### config.mk
export PLATFORM = sky130hd
export DESIGN_NAME = noise_lfsr
export DESIGN_NICKNAME = d
export VERILOG_FILES = /design/src/rtl/noise_lfsr_pkg.sv /design/src/rtl/noise_step_pipe.sv /design/src/rtl/noise_test_timer.sv /design/src/rtl/noise_lfsr_core.sv /design/src/rtl/noise_lfsr.sv
export SDC_FILE = /design/constraint.sdc
export NUM_CORES = 1
export LEC_CHECK = 0
export BUFFER_PORTS_ARGS = -buffer_cell sky130_fd_sc_hd__buf_2
export CAP_MARGIN = 20
export CORE_ASPECT_RATIO = 1.1
export CORE_UTILIZATION = 50
export CTS_CLUSTER_SIZE = 14
export DETAILED_ROUTE_END_ITERATION = 8
export GPL_TIMING_DRIVEN = 0
export PLACE_DENSITY = 0.74
export REMOVE_ABC_BUFFERS = 1
export SLEW_MARGIN = 20
export SYNTH_ARGS = -nofsm -noshare
export SYNTH_HDL_FRONTEND = slang
export SYNTH_SLANG_ARGS = --single-unit
### constraint.sdc
create_clock -name clk -period 4.6 [get_ports clk]
set_clock_uncertainty 0.15 [all_clocks]
set_input_delay 0.23 -clock clk [delete_from_list [all_inputs] [get_ports clk]]
set_output_delay 0.23 -clock clk [all_outputs]
set_load 0.05 [all_outputs]
### src/rtl/noise_lfsr_pkg.sv
package noise_lfsr_pkg;

   // register length and feedback positions (fixed by the noise sequence)
   localparam int LFSR_W   = 23;
   localparam int FB_HI    = 22;
   localparam int FB_LO    = 17;
   // number of register bits exposed on the sample
   localparam int TAP_N    = 8;

   // register bit feeding sample bit (OUT_W - TAP_N + i), i = 0 is the lowest tap
   function automatic int tap_pos(input int i);
      case (i)
         0:       return 0;
         1:       return 2;
         2:       return 5;
         3:       return 9;
         4:       return 11;
         5:       return 14;
         6:       return 18;
         default: return 20;
      endcase
   endfunction

endpackage

### src/rtl/noise_step_pipe.sv
module noise_step_pipe #(
   parameter int DELAY = 2
) (
   input  logic clk,
   input  logic rst,
   input  logic hold,
   input  logic rise,
   output logic step
);
   localparam int CW = (DELAY < 2) ? 1 : $clog2(DELAY + 1);
   localparam logic [CW-1:0] LOAD = CW'(DELAY);

   logic [CW-1:0] cnt_q;

   always_ff @(posedge clk) begin
      if (rst || hold) begin
         cnt_q <= '0;
      end else if (rise) begin
         cnt_q <= LOAD;
      end else if (cnt_q != '0) begin
         cnt_q <= cnt_q - 1'b1;
      end
   end

   // a fresh strobe takes priority over a step about to fire
   assign step = !hold && !rise && (cnt_q == CW'(1));

endmodule

### src/rtl/noise_test_timer.sv
module noise_test_timer #(
   parameter int CYCLES = 24
) (
   input  logic clk,
   input  logic rst,
   input  logic test,
   output logic expire
);
   localparam int CW = (CYCLES < 2) ? 1 : $clog2(CYCLES + 1);
   localparam logic [CW-1:0] LOAD = CW'(CYCLES);

   logic [CW-1:0] cnt_q;
   logic          test_q;

   always_ff @(posedge clk) begin
      if (rst) begin
         cnt_q  <= '0;
         test_q <= 1'b0;
      end else begin
         test_q <= test;
         if (!test) begin
            cnt_q <= '0;
         end else if (!test_q) begin
            cnt_q <= LOAD;
         end else if (cnt_q != '0) begin
            cnt_q <= cnt_q - 1'b1;
         end
      end
   end

   assign expire = test && test_q && (cnt_q == CW'(1));

endmodule

### src/rtl/noise_lfsr_core.sv
module noise_lfsr_core
   import noise_lfsr_pkg::*;
#(
   parameter int W  = LFSR_W,
   parameter int HI = FB_HI,
   parameter int LO = FB_LO
) (
   input  logic             clk,
   input  logic             rst,
   input  logic             step,
   input  logic             load_ones,
   input  logic             wb_en,
   input  logic [TAP_N-1:0] wb_bits,
   output logic [W-1:0]     state_o
);
   logic [W-1:0] q;
   logic [W-1:0] keep_mask;
   logic [W-1:0] moved;
   logic [W-1:0] nxt;

   // clear mask: tap positions follow wb_bits, all other positions pass
   for (genvar b = 0; b < W; b++) begin : g_mask
      logic hit;
      logic val;
      always_comb begin
         hit = 1'b0;
         val = 1'b1;
         for (int t = 0; t < TAP_N; t++) begin
            if (tap_pos(t) == b) begin
               hit = 1'b1;
               val = wb_bits[t];
            end
         end
      end
      assign keep_mask[b] = hit ? val : 1'b1;
   end

   assign moved = {q[W-2:0], q[HI] ^ q[LO]};

   always_comb begin
      if (load_ones) begin
         nxt = '1;
      end else if (step) begin
         nxt = moved;
      end else begin
         nxt = q;
      end
      if (wb_en) begin
         nxt = nxt & keep_mask;
      end
   end

   always_ff @(posedge clk) begin
      if (rst) begin
         q <= '1;
      end else begin
         q <= nxt;
      end
   end

   assign state_o = q;

endmodule

### src/rtl/noise_lfsr.sv
module noise_lfsr
   import noise_lfsr_pkg::*;
#(
   parameter int OUT_W        = 12,
   parameter int STEP_DELAY   = 2,
   parameter int RESET_CYCLES = 24
) (
   input  logic             clk,
   input  logic             rst,
   input  logic             rise_i,
   input  logic             test_i,
   input  logic             combined_i,
   input  logic [OUT_W-1:0] wave_i,
   output logic [OUT_W-1:0] noise_o
);
   localparam int LOW_W = OUT_W - TAP_N;

   if (OUT_W < TAP_N) begin : g_bad_width
      $error("noise_lfsr: OUT_W must be at least TAP_N");
   end
   if (STEP_DELAY < 1) begin : g_bad_delay
      $error("noise_lfsr: STEP_DELAY must be at least 1");
   end
   if (RESET_CYCLES < 1) begin : g_bad_cycles
      $error("noise_lfsr: RESET_CYCLES must be at least 1");
   end

   logic              step;
   logic              refill;
   logic [TAP_N-1:0]  wb_bits;
   logic [LFSR_W-1:0] state;
   logic [TAP_N-1:0]  taps;

   noise_step_pipe #(.DELAY(STEP_DELAY)) pipe_i (
      .clk  (clk),
      .rst  (rst),
      .hold (test_i),
      .rise (rise_i),
      .step (step)
   );

   noise_test_timer #(.CYCLES(RESET_CYCLES)) timer_i (
      .clk    (clk),
      .rst    (rst),
      .test   (test_i),
      .expire (refill)
   );

   assign wb_bits = wave_i[OUT_W-1 -: TAP_N];

   noise_lfsr_core #(.W(LFSR_W), .HI(FB_HI), .LO(FB_LO)) core_i (
      .clk       (clk),
      .rst       (rst),
      .step      (step),
      .load_ones (refill),
      .wb_en     (combined_i),
      .wb_bits   (wb_bits),
      .state_o   (state)
   );

   for (genvar t = 0; t < TAP_N; t++) begin : g_tap
      assign taps[t] = state[tap_pos(t)];
   end

   if (LOW_W > 0) begin : g_pad
      assign noise_o = {taps, {LOW_W{1'b0}}};
   end else begin : g_nopad
      assign noise_o = taps;
   end

endmodule

==> reports/results.txt <==
Synth top area share: 46.3%
Die H: 56.3 µm
Initial antenna violation count: 0
Fmax: 527 MHz
CTS Buf Count: 5
Initial DRC count: 20
Period utilization: 41.2%
HP Class: primary input to flop
Share of layout cells above drive strength 1: 17.3%
Delay-heaviest family, CP: compound AO/OA/AOI/OAI gates
Initial Utilization: 53.2%
Power per cell area: 347 nW/µm²
CP Cell Sequence: inv_1 > ha_1 > nor4bb_1 > a31oi_2 > buf_6 > a31oi_1
Die width: 51.4 µm
Dpl cells: 201
H-tree depth: 2
Largest cells by area after synthesis: dfxtp_1 (46%), nand2_1 (13%), buf_4 (6.7%)
Clk pin slew, worst setup/hold paths: 90 ps
Fin. max-slew vios: 0
Slowest cell delay on critical path: 540 ps
Highest metal used: met4
Area delta synth->final: 9.34%
Post-DP HPWL: 1710 µm
Overflow after GRT: 0
Peak VDD IR: 218 µV
Worst slew margin: 51.3%
Core area: 2520 µm²
Status: complete, no violations
Ant diodes: 0
First-pass GRT wire length: 3960 µm
Routed wire length: 2430 µm
GRT Total Usage: 18.7%
NumNets Final: 199
Crit path capture type: flop
DR DRC count: 0
WS Path Type: flop to flop
Worst slew pin tran: 730 ps
Vias in the first global route: 970
Hold Worst Slack: 20.8 ps
Pin count of the biggest net entering global routing: 24
Post_cts resized: 0
CTS tree: yes
Setup WS pre-CTS: 2740 ps
RSZ-0062 raised after global routing: false
DRT Pass-1 Iters: 6
Max cap viols: 0
Antenna Nets Post-Route: 0
YS warnings: 0
Synth area leader: dfxtp_1
Port Buf Inserts: 20
Syn Inst Count: 165
CTS Hold Bufs: 1
# rows: 19
WL per Instance: 11.6 µm
Met3 WL: 119 µm
Met1 Routed Length: 1080 µm
Later-pin clock latency in the skew report: 320 ps
DR WL met2: 1210 µm
CP startpoint kind: flop
Buffer count from post-CTS setup fixing: 0
Synthesized area per cell: 8.12 µm²
Highest-delay cell along the critical path: a31oi_2
Tmin final: 1900 ps
Number of synthesized register bits: 31
Total power: 509 µW
GPL Wtd Cong: 0.740
Crit-path max FO: 12
Setup TNS: 0 ps
Final setup viols: 0
Post-synthesis sequential area ratio: 46.3%
Die area: 2890 µm²
Crit path arrival time: 1950 ps
Post-synth cell types: 28
PnR worst setup slack: 2700 ps
Worst path bufs/invs: 2
CTS Sinks: 31
Via/cell ratio: 5.23
Via count: 1098
Area of the mapped netlist: 1340 µm²
I/O pins: 29
Post-Layout Cell Count: 210
Critical Path RT: 4660 ps
Clock buffer depth: 2
Leak: 0.000688 µW
Final Hold Fails: 0
Clock tree root buffer cell: clkbuf_4
==> stage by stage <==
step	utilization, %	cell area [µm²]
finish	58.1	1470
global route	58.1	1470
CTS	57.7	1460
detailed placement	55.1	1390
global placement	53.6	1350
floorplan	-	1210
==> state kept, by name, summed over array words and instances, names as in the netlist <==
register	count
core_i.state_o	23
timer_i.cnt_q	5
pipe_i.cnt_q	2
timer_i.test_q	1
==> kinds of logic after synthesis <==
| logic type | count (synthesis) | share of synthesized area, % |
|---|---|---|
| AND/OR/NAND/NOR | 89 | 30.4 |
| other | 1 | 0.280 |
| multiplexers | 1 | 0.747 |
| adder cells (fa/ha/maj) | 3 | 2.80 |
| buffers and inverters | 24 | 11.5 |
| XOR/XNOR | 2 | 1.31 |
| flip-flops | 31 | 46.3 |
| AO/OA/AOI/OAI | 14 | 6.63 |
==> layout make-up <==
| cell class | instances | area [µm²] |
|---|---|---|
| inverters | 4 | 15.0 |
| repair buffers | 24 | 143 |
| clock inverters | 1 | 5.00 |
| flip-flops and latches | 31 | 621 |
| multi-input cells | 113 | 592 |
| fillers | 233 | 1050 |
| clock buffers | 6 | 51.3 |
| well taps | 31 | 38.8 |
==> placed cells by master (no fill, tap or decap), drive strengths merged <==
master / count
or4b: 2
xor2: 1
nor4b: 2
a31oi: 10
nor4: 1
inv: 4
or3: 1
dfxtp: 31
nand3: 15
nor2: 12
a211o: 1
mux2i: 1
clkbuf: 6
xnor2: 1
a21oi: 2
clkinv: 1
nor4bb: 1
nand2: 48
nor3b: 1
dlygate4sd3: 2
a211oi: 1
conb: 4
ha: 3
nand2b: 3
buf: 22
nor3: 3
==> worst paths after layout <==
path	depth (start not counted)	slack, ps	endpoint	from
setup reg to reg	6	2700	core_i.state_o[9]	timer_i.cnt_q[1]
hold / removal	2	20	pipe_i.cnt_q[0]	test_i
setup / recovery	6	2700	core_i.state_o[9]	timer_i.cnt_q[1]
hold reg to reg	2	320	core_i.state_o[13]	core_i.state_o[12]
==> report_power, final <==
group          switching [µW]  internal (µW)  leakage, µW
combinational            47.8           20.1     0.000400
clock                    85.8           70.7    0.0000341
sequential               7.53            277     0.000254
total                     141            368     0.000688
==> synthesized netlist by cell type (all sizes together) <==
cell / number
a211o: 1
a211oi: 1
a21oi: 2
a31oi: 10
buf: 18
clkbuf: 2
conb: 1
dfxtp: 31
ha: 3
inv: 4
mux2i: 1
nand2: 48
nand2b: 3
nand3: 15
nor2: 12
nor3: 3
nor3b: 1
nor4: 1
nor4b: 2
nor4bb: 1
or3: 1
or4b: 2
xnor2: 1
xor2: 1
==> metal layers <==
layer	track usage, %	vias up
li1	-	556
met1	19.7	510
met2	31.7	30
met3	8.94	2
met4	6.95	0
met5	0	-
Note: power is estimated with default switching activity, not from simulation.
